## src/rtl/raw_cap_pkg.sv

```systemverilog
`timescale 1ns/1ps
package raw_cap_pkg;

    localparam int SAMP_W = 16;

    typedef enum logic [1:0] {
        FMT_FULL  = 2'd0,
        FMT_DROP2 = 2'd1,
        FMT_DROP4 = 2'd2,
        FMT_SPARE = 2'd3
    } fmt_e;

    // Mask of the bits a sample keeps for a given width code.
    function automatic logic [SAMP_W-1:0] fmt_mask(input logic [1:0] code, input int unsigned dw);
        int unsigned w;
        case (fmt_e'(code))
            FMT_DROP2: w = dw - 2;
            FMT_DROP4: w = dw - 4;
            default:   w = dw;
        endcase
        return SAMP_W'((32'd1 << w) - 32'd1);
    endfunction

endpackage

```

## src/rtl/rcap_sync_track.sv

```systemverilog
`timescale 1ns/1ps
module rcap_sync_track #(
    parameter int CNT_W = 13
) (
    input  logic             clk,
    input  logic             rst_n,
    input  logic             hd,
    input  logic             vd,
    output logic             hd_rise,
    output logic             vd_rise,
    output logic             line_ok,
    output logic [CNT_W-1:0] px_idx,
    output logic [CNT_W-1:0] ln_idx
);

    localparam logic [CNT_W-1:0] CNT_MAX = '1;

    typedef struct packed {
        logic             hd;
        logic             vd;
        logic             pend;
        logic             ok;
        logic [CNT_W-1:0] px;
        logic [CNT_W-1:0] ln;
    } trk_t;

    trk_t s_q, s_d;

    always_comb begin
        s_d     = s_q;
        hd_rise = hd & ~s_q.hd;
        vd_rise = vd & ~s_q.vd;
        s_d.hd  = hd;
        s_d.vd  = vd;

        // frame start arms row 0 for the next line start
        if (vd_rise) begin
            s_d.pend = 1'b1;
            s_d.ok   = 1'b0;
        end

        if (hd_rise) begin
            s_d.px = '0;
            if (s_d.pend) begin
                s_d.ln   = '0;
                s_d.pend = 1'b0;
                s_d.ok   = 1'b1;
            end else if (s_q.ln != CNT_MAX) begin
                s_d.ln = s_q.ln + 1'b1;
            end
        end else if (s_q.px != CNT_MAX) begin
            s_d.px = s_q.px + 1'b1;
        end

        px_idx  = s_d.px;
        ln_idx  = s_d.ln;
        line_ok = s_d.ok;
    end

    always_ff @(posedge clk or negedge rst_n) begin
        if (!rst_n) begin
            s_q <= '{hd: 1'b0, vd: 1'b0, pend: 1'b0, ok: 1'b0, px: CNT_MAX, ln: '0};
        end else begin
            s_q <= s_d;
        end
    end

endmodule

```

## src/rtl/rcap_window.sv

```systemverilog
`timescale 1ns/1ps
module rcap_window #(
    parameter int CNT_W = 13
) (
    input  logic             on,
    input  logic             line_ok,
    input  logic [CNT_W-1:0] px_idx,
    input  logic [CNT_W-1:0] ln_idx,
    input  logic [CNT_W-1:0] x0,
    input  logic [CNT_W-1:0] xm1,
    input  logic [CNT_W-1:0] y0,
    input  logic [CNT_W-1:0] ym1,
    output logic             keep,
    output logic             px_last,
    output logic             ln_last,
    output logic             row_first,
    output logic             row_next
);

    localparam int EW = CNT_W + 1;

    logic [EW-1:0] x_end, y_end, px_e, ln_e;
    logic          in_x, in_y;

    always_comb begin
        x_end = {1'b0, x0} + {1'b0, xm1};
        y_end = {1'b0, y0} + {1'b0, ym1};
        px_e  = {1'b0, px_idx};
        ln_e  = {1'b0, ln_idx};

        in_x  = (px_idx >= x0) && (px_e <= x_end);
        in_y  = (ln_idx >= y0) && (ln_e <= y_end);

        keep      = on & line_ok & in_x & in_y;
        px_last   = (px_e == x_end);
        ln_last   = (ln_e == y_end);
        row_first = line_ok & (ln_idx == y0);
        row_next  = line_ok & (ln_idx > y0) & (ln_e <= y_end);
    end

endmodule

```

## src/rtl/rcap_pack_wr.sv

```systemverilog
`timescale 1ns/1ps
module rcap_pack_wr #(
    parameter int DATA_W  = 12,
    parameter int CNT_W   = 13,
    parameter int ADDR_W  = 32,
    parameter int PITCH_W = 16
) (
    input  logic                                clk,
    input  logic                                rst_n,
    input  logic [DATA_W-1:0]                   pix,
    input  logic [1:0]                          fmt,
    input  logic                                inv,
    input  logic                                keep,
    input  logic                                px_last,
    input  logic                                ln_last,
    input  logic                                line_start,
    input  logic                                row_first,
    input  logic                                row_next,
    input  logic [ADDR_W-1:0]                   base_al,
    input  logic [PITCH_W-1:0]                  pitch_al,
    output logic                                wr_req,
    output logic [ADDR_W-1:0]                   wr_addr,
    output logic [2*raw_cap_pkg::SAMP_W-1:0]    wr_data,
    output logic                                frame_done
);

    localparam int SAMP_W = raw_cap_pkg::SAMP_W;
    localparam int WORD_W = 2 * SAMP_W;
    localparam int PAD_W  = SAMP_W - DATA_W;

    typedef struct packed {
        logic              half;
        logic [SAMP_W-1:0] hold;
        logic [CNT_W-1:0]  wcol;
        logic [ADDR_W-1:0] row;
        logic              req;
        logic [ADDR_W-1:0] addr;
        logic [WORD_W-1:0] data;
        logic              last;
        logic              done;
    } pk_t;

    pk_t               s_q, s_d;
    logic [SAMP_W-1:0] mask;
    logic [SAMP_W-1:0] samp;
    logic [WORD_W-1:0] word;
    logic              emit;

    always_comb begin
        mask = raw_cap_pkg::fmt_mask(fmt, DATA_W);
        samp = ({{PAD_W{1'b0}}, pix} ^ (inv ? mask : '0)) & mask;

        s_d      = s_q;
        s_d.req  = 1'b0;
        s_d.last = 1'b0;
        s_d.done = s_q.last;
        emit     = 1'b0;
        word     = '0;

        if (line_start) begin
            s_d.half = 1'b0;
            s_d.wcol = '0;
            if (row_first) begin
                s_d.row = base_al;
            end else if (row_next) begin
                s_d.row = s_q.row + ADDR_W'(pitch_al);
            end
        end

        if (keep) begin
            if (s_d.half) begin
                word     = {samp, s_d.hold};
                emit     = 1'b1;
                s_d.half = 1'b0;
            end else if (px_last) begin
                word = {{SAMP_W{1'b0}}, samp};
                emit = 1'b1;
            end else begin
                s_d.hold = samp;
                s_d.half = 1'b1;
            end
        end

        if (emit) begin
            s_d.req  = 1'b1;
            s_d.addr = s_d.row + (ADDR_W'(s_d.wcol) << 2);
            s_d.data = word;
            s_d.last = px_last & ln_last;
            s_d.wcol = s_d.wcol + 1'b1;
        end

        wr_req     = s_q.req;
        wr_addr    = s_q.addr;
        wr_data    = s_q.data;
        frame_done = s_q.done;
    end

    always_ff @(posedge clk or negedge rst_n) begin
        if (!rst_n) begin
            s_q <= '0;
        end else begin
            s_q <= s_d;
        end
    end

endmodule

```

## src/rtl/raw_cap_writer.sv

```systemverilog
`timescale 1ns/1ps
module raw_cap_writer #(
    parameter int DATA_W  = 12,
    parameter int CNT_W   = 13,
    parameter int ADDR_W  = 32,
    parameter int PITCH_W = 16
) (
    input  logic               clk,
    input  logic               rst_n,
    input  logic               cap_en,
    input  logic [1:0]         cfg_fmt,
    input  logic               cfg_inv,
    input  logic [CNT_W-1:0]   cfg_x0,
    input  logic [CNT_W-1:0]   cfg_xm1,
    input  logic [CNT_W-1:0]   cfg_y0,
    input  logic [CNT_W-1:0]   cfg_ym1,
    input  logic [ADDR_W-1:0]  cfg_base,
    input  logic [PITCH_W-1:0] cfg_pitch,
    input  logic               sen_hd,
    input  logic               sen_vd,
    input  logic [DATA_W-1:0]  sen_pix,
    output logic               wr_req,
    output logic [ADDR_W-1:0]  wr_addr,
    output logic [31:0]        wr_data,
    output logic               frame_done
);

    localparam int SAMP_W     = raw_cap_pkg::SAMP_W;
    localparam int WORD_W     = 2 * SAMP_W;
    localparam int BASE_ALIGN = 32;
    localparam int PITCH_ALIGN = 4;

    typedef struct packed {
        logic               on;
        logic [1:0]         fmt;
        logic               inv;
        logic [CNT_W-1:0]   x0;
        logic [CNT_W-1:0]   xm1;
        logic [CNT_W-1:0]   y0;
        logic [CNT_W-1:0]   ym1;
        logic [ADDR_W-1:0]  base;
        logic [PITCH_W-1:0] pitch;
    } cfg_t;

    cfg_t sh_q, sh_d, live, act;

    logic             hd_rise, vd_rise, line_ok;
    logic [CNT_W-1:0] px_idx, ln_idx;
    logic             keep, px_last, ln_last, row_first, row_next;

    rcap_sync_track #(.CNT_W(CNT_W)) u_trk (
        .clk     (clk),
        .rst_n   (rst_n),
        .hd      (sen_hd),
        .vd      (sen_vd),
        .hd_rise (hd_rise),
        .vd_rise (vd_rise),
        .line_ok (line_ok),
        .px_idx  (px_idx),
        .ln_idx  (ln_idx)
    );

    // settings in force for the current sample: fresh on a frame edge
    always_comb begin
        live.on    = cap_en;
        live.fmt   = cfg_fmt;
        live.inv   = cfg_inv;
        live.x0    = cfg_x0;
        live.xm1   = cfg_xm1;
        live.y0    = cfg_y0;
        live.ym1   = cfg_ym1;
        live.base  = cfg_base & ~ADDR_W'(BASE_ALIGN - 1);
        live.pitch = cfg_pitch & ~PITCH_W'(PITCH_ALIGN - 1);
        act        = vd_rise ? live : sh_q;
        sh_d       = act;
    end

    always_ff @(posedge clk or negedge rst_n) begin
        if (!rst_n) begin
            sh_q <= '0;
        end else begin
            sh_q <= sh_d;
        end
    end

    rcap_window #(.CNT_W(CNT_W)) u_win (
        .on        (act.on),
        .line_ok   (line_ok),
        .px_idx    (px_idx),
        .ln_idx    (ln_idx),
        .x0        (act.x0),
        .xm1       (act.xm1),
        .y0        (act.y0),
        .ym1       (act.ym1),
        .keep      (keep),
        .px_last   (px_last),
        .ln_last   (ln_last),
        .row_first (row_first),
        .row_next  (row_next)
    );

    rcap_pack_wr #(
        .DATA_W  (DATA_W),
        .CNT_W   (CNT_W),
        .ADDR_W  (ADDR_W),
        .PITCH_W (PITCH_W)
    ) u_pack (
        .clk        (clk),
        .rst_n      (rst_n),
        .pix        (sen_pix),
        .fmt        (act.fmt),
        .inv        (act.inv),
        .keep       (keep),
        .px_last    (px_last),
        .ln_last    (ln_last),
        .line_start (hd_rise),
        .row_first  (row_first),
        .row_next   (row_next),
        .base_al    (act.base),
        .pitch_al   (act.pitch),
        .wr_req     (wr_req),
        .wr_addr    (wr_addr),
        .wr_data    (wr_data),
        .frame_done (frame_done)
    );

endmodule

```

## config.mk

```make
export PLATFORM = sky130hd
export DESIGN_NAME = raw_cap_writer
export DESIGN_NICKNAME = d
export VERILOG_FILES = /design/src/rtl/raw_cap_pkg.sv /design/src/rtl/rcap_sync_track.sv /design/src/rtl/rcap_window.sv /design/src/rtl/rcap_pack_wr.sv /design/src/rtl/raw_cap_writer.sv
export SDC_FILE = /design/constraint.sdc
export NUM_CORES = 1
export LEC_CHECK = 0
export ABC_AREA = 0
export ABC_CLOCK_PERIOD_IN_PS = 26000
export BUFFER_PORTS_ARGS = -buffer_cell sky130_fd_sc_hd__buf_2
export CORE_MARGIN = 2
export CORE_UTILIZATION = 65
export CTS_BUF_LIST = sky130_fd_sc_hd__clkbuf_2 sky130_fd_sc_hd__clkbuf_4 sky130_fd_sc_hd__clkbuf_8
export DETAILED_ROUTE_END_ITERATION = 8
export PLACE_DENSITY = 0.87
export SLEW_MARGIN = 10
export SYNTH_ARGS = -nofsm -noshare
export SYNTH_HDL_FRONTEND = slang
export SYNTH_SLANG_ARGS = --single-unit
```

## constraint.sdc

```tcl
create_clock -name clk -period 26 [get_ports clk]
set_clock_uncertainty 0.2 [all_clocks]
set_input_delay 1.3 -clock clk [delete_from_list [all_inputs] [get_ports clk]]
set_output_delay 1.3 -clock clk [all_outputs]
set_load 0.1 [all_outputs]
```

Yosys cells after proc, flatten, opt, wreduce, memory -nomap -nowiden
Cells that the tools add are included.

word-level totals
  word-level logic and storage cells = 90
  output and inout bits = 66
  register bits = 263
  input port bits = 120

cells by class
  shifts and indexed selects = 1
  eq/ne operators = 7
  $add $sub $neg = 8
  bitwise logic cells = 15
  $lt $le $gt $ge = 5
  multiplexer cells = 27
  reductions and logical operators = 3

operators by type and width
  kind                     number
  $mux W32                 4
  $mux W104                1
  $mux W13                 6
  $mux W66                 1
  $mux W16                 3
  $mux W45                 1
  $add A13 B1 Y13 const B  3
  $mux W17                 2
  $add A32 B15 Y32         1
  $add A32 B16 Y32         1
  $add A13 B13 Y14         2
  $eq A13 B14 Y1           2
  $le A13 B14 Y1           2
  $ge A13 B13 Y1           2
  $ne A13 B13 Y1 const B   2
  $and A16 B16 Y16         1
  $shl A1 B4 Y16 const A   1
  $sub A16 B1 Y16 const B  1
  $xor A12 B16 Y16         1
  $eq A13 B13 Y1           1
  $gt A13 B13 Y1           1
  $and A1 B1 Y1            9
  $mux W1                  6
  $pmux W3 S2              1
  6 further kinds          11

Longest topological paths before layout
  depth after elaboration = 14
  mapped depth = 46
  mapped depth without buffers = 38

Modules after synthesis
From an unflattened synthesis, not the netlist that was laid out.

second synthesis, totals
  cells, all modules = 1596
  area, all modules = 16353.2 sq um

modules (own cells, without submodules)
  module           area an instance (sq um)  times used  cells each
  rcap_pack_wr     8169.1                    1           882
  raw_cap_writer   4095.2                    1           220
  rcap_window      2343.5                    1           310
  rcap_sync_track  1745.4                    1           184

Least setup slack after synthesis
OpenSTA, ideal clock, no wires.

  path kind = input-to-reg
  from = input sen_vd
  to = register u_pack.s_q, in the netlist u_pack.wr_addr[24]
  required time = 25.670 ns
  setup slack = 15.637 ns
  stages = 46
  setup time = 0.130 ns
  path buffers = 8
  data arrival time = 10.034 ns
  cell sequence = nand2b_1 -> buf_2 -> buf_2 -> buf_1 -> buf_1 -> clkbuf_1 -> clkbuf_1 -> mux2_2 -> ha_1 -> fa_1 -> nand4bb_1 -> a31oi_1 -> o21ai_0 -> a21oi_1 -> o21ai_0 -> a21oi_1 -> o211ai_1 -> nand2b_1 -> [... 10 more ...] -> a21oi_1 -> clkbuf_1 -> o22a_1 -> ha_1 -> inv_1 -> fa_1 -> nor2b_1 -> o21a_1 -> o21ai_0 -> a21oi_1 -> nand2b_1 -> nand3b_1 -> a21o_1 -> a21oi_1 -> nand4bb_1 -> nor3b_1 -> xnor2_1 -> o21ai_1

RTL lines
  what                  line                  text
  start, declared       raw_cap_writer.sv:20  input logic sen_vd,
  end signal, assigned  rcap_pack_wr.sv:100   s_q <= '0;
  end signal, assigned  rcap_pack_wr.sv:102   s_q <= s_d;
  end, declared         rcap_pack_wr.sv:43    pk_t s_q, s_d;

==> impl_metrics.csv <==
group,metric,value,unit
routing,drc_errors,0,
logic_synthesis,synth_fa_ha_area_share,9.39,%
placed_design,dp.final_hpwl,25.3,mm
clock_tree,cts_resized,0,
clock_tree,cts_tree,"done",
clock_tree,post_cts_buffers,0,
logic_synthesis,ys.flop_type,"dfrtp_1",
clock_tree,clkSinkCount,263,
logic_synthesis,ys_seq_area_share,42.5,%
logic_synthesis,syn-num-nets,1759,
logic_synthesis,synth-edff-count,0,
finish,utilization,73.3,%
sta,finalHoldViolations,0,
logic_synthesis,synth_mux_area_share,7.83,%
placed_design,routabilityCongestion,0.886,
logic_synthesis,syn_area,15500,µm²
global_route,first_global_vias,12100,
worst_setup_path,critPathKind,"in -> reg",
floorplanning,fp.dieW,158,µm
floorplanning,initial_utilization,66.1,%
sta,slew_headroom,29.9,%
sta,slew_violations,0,
finish,syn_to_final_growth,11.0,%
logic_synthesis,synth-simple-area-share,14.1,%
worst_setup_path,reg2reg_slack,16.00,ns
routing,via_per_inst,5.85,
placed_design,io_buffer_count,178,
global_route,grt_pass1_wl,57.4,mm
sta,tns,0,ns
logic_synthesis,ys_seq_elements,263,
logic_synthesis,synth-xor-area-share,5.53,%
global_route,track_usage,28.6,%
logic_synthesis,synthTopCellsByArea,"dfrtp_1, ha_1, mux2_2",
sta,period_minus_slack,10.46,ns
routing,first_iter_violations,691,
worst_setup_path,end_kind,"flip-flop",
clock_tree,hold_buffers,0,
sta,fmax,95.6,MHz
clock_tree,cts_buffer_depth,3,
power_and_ir_drop,power_density,64.9,nW/µm²
worst_setup_path,slowest_stage,"buf_4",
floorplanning,io_pins,186,
flow_run,maxCapViolCount,0,
logic_synthesis,yosysMostFrequentCell,"dfrtp_1",
routing,num_vias,11700,
logic_synthesis,avgSynthCellArea,10.2,µm²
sta,period_share,40.2,%
sta,rsz0062_at_grt,"no",
routing,firstDrtPassIters,5,
floorplanning,dieArea,25100,µm²
finish,nets,1876,
clock_tree,cts.reportedPaths.clkPinSlew,0.06,ns
finish,drive_gt1_share,23.3,%
sta,worst_pin_slew,1.05,ns
clock_tree,htreeDepth,2,
logic_synthesis,synth_top_family_by_area,"compound AO/OA/AOI/OAI gates",
power_and_ir_drop,peakVddDrop,0.0442,mV
global_route,antenna_found_initial,1,
logic_synthesis,synthArstFlopShare,100,%
sta,setup_viol,0,
finish,fill_cells,1679,
worst_setup_path,start_kind,"input pin",
worst_setup_path,crit_top_cell,"a21oi_1",
worst_setup_path,worst-path-max-fanout,64,
global_route,gr-total-overflow,0,
logic_synthesis,yosysUniqueCellTypes,86,
routing,wl_per_cell,17.5,µm
logic_synthesis,synth_compound_area_share,14.2,%
global_route,grt_max_degree,111,
logic_synthesis,yosys_warnings,0,
floorplanning,rows,56,
routing,ant_nets,0,
logic_synthesis,synth_common_cells,"dfrtp_1, nand2_1, ha_1",
worst_setup_path,cpPeakStageDelay,0.78,ns
worst_setup_path,arrival,10.74,ns
clock_tree,cts-root-buf,"clkbuf_8",
clock_tree,clkLatencyLatePin,0.56,ns
logic_synthesis,yosysTopAreaCellShare,40.3,%
outcome,outcome,"finished, final reports clean",
logic_synthesis,synthCells,1525,
power_and_ir_drop,total_leakage_power,8.48,nW
clock_tree,numCtsBuffers,44,
floorplanning,core-area,23500,µm²
hold_path,hp-class,"reg -> reg",
routing,wl,35.0,mm
worst_setup_path,required,26.29,ns
logic_synthesis,yosysTopAreaCell,"dfrtp_1",
floorplanning,die_h,158,µm
[per-stage QoR]
step	power, mW	setup slack, ns	hold WS [ns]	std cells	instance area [µm²]
after global routing	1.17	14.80	0.170	1998	17200
after floorplan	0.636	15.64	0.131	1525	15500
after CTS	1.12	15.64	0.165	1997	17200
after detailed placement	0.707	15.25	0.139	1915	16200
final	1.12	15.54	0.159	1998	17200
after global placement	0.693	15.39	0.138	1915	16200
[sequential cells by signal, indices dropped and copies added, names as in the netlist, named ones only]
register and count:
sh_q 103, u_pack.frame_done 1, u_pack.s_d 1, u_pack.s_q 62, u_pack.wr_addr 32, u_pack.wr_data 32, u_pack.wr_req 1, u_trk.s_q 30
[metal layers]
layer	vias to the layer above	global-route usage, %	routed length [µm]
met3	77	4.71	1680
met5	-	0	0
li1	5594	-	-
met4	0	10.9	1080
met1	5685	35.5	14800
met2	325	50.4	17400
[cell type report]
class                      count  area [µm²]  share of cell area (%)
antenna                        1        2.50                  0.0145
clock buffer                  71         902                    5.24
clock inverter                11         109                   0.632
inverter                      83         312                    1.81
multi-input combinational   1064        7930                    46.1
sequential                   263        6600                    38.3
tap                          319         399                    2.32
timing repair buffer         186         961                    5.58
[logic make-up after synthesis]
group | after synthesis
XOR/XNOR | 98
AND/OR/NAND/NOR | 416
multiplexers | 111
buffers and inverters | 198
AO/OA/AOI/OAI | 325
flip-flops | 263
adder cells (fa/ha/maj) | 114
[power by group]
| group | internal [mW] | switching, mW |
|---|---|---|
| logic | 0.107 | 0.146 |
| clock network | 0.241 | 0.171 |
| registers | 0.440 | 0.0130 |
| total | 0.787 | 0.329 |
[worst paths after layout]
kind                                    start            endpoint  cells after the start
worst max register to register  u_trk.s_q[28]  u_pack.wr_addr[29]                     39
min in group asynchronous               rst_n            sh_q[55]                      1
worst min-delay path            u_pack.s_d[0]   u_pack.frame_done                      0
max in group asynchronous               rst_n   u_pack.wr_data[7]                      2
worst max-delay path                   sen_vd  u_pack.wr_addr[29]                     40
worst min register to register  u_pack.s_d[0]   u_pack.frame_done                      0
[critical path, delay by kind of cell]
family | cells | cell delay, ns
AO/OA/AOI/OAI | 19 | 3.71
AND/OR/NAND/NOR | 10 | 2.50
buffers and inverters | 5 | 1.32
adder cells (fa/ha/maj) | 3 | 0.95
multiplexers | 2 | 0.85
XOR/XNOR | 1 | 0.11
[cells in the final DEF, fill, tap and decap left out, types with 7 or more instances in the layout]
cell type and n:
xnor2_1 53, nand4_1 23, clkbuf_8 59, xor2_1 45
o21ai_0 84, and4_1 8, and3_1 15, nand3_1 31
buf_2 177, dfstp_2 13, o22a_1 19, a31oi_1 11
ha_1 110, o31ai_1 16, buf_4 8, and2_1 31
nand2b_1 15, nor4_1 8, nor2b_1 12, nor2_1 71
nor3_1 38, a21o_1 24, mux2i_1 30, dfrtp_1 250
inv_1 82, nand2_1 124, clkbuf_4 12, or3_1 7
mux2_2 80, a2bb2oi_1 8, a211oi_1 11, o21a_1 12
o21ai_1 8, clkinv_2 8, a21oi_1 65
Power figures use the tool's default switching activity.
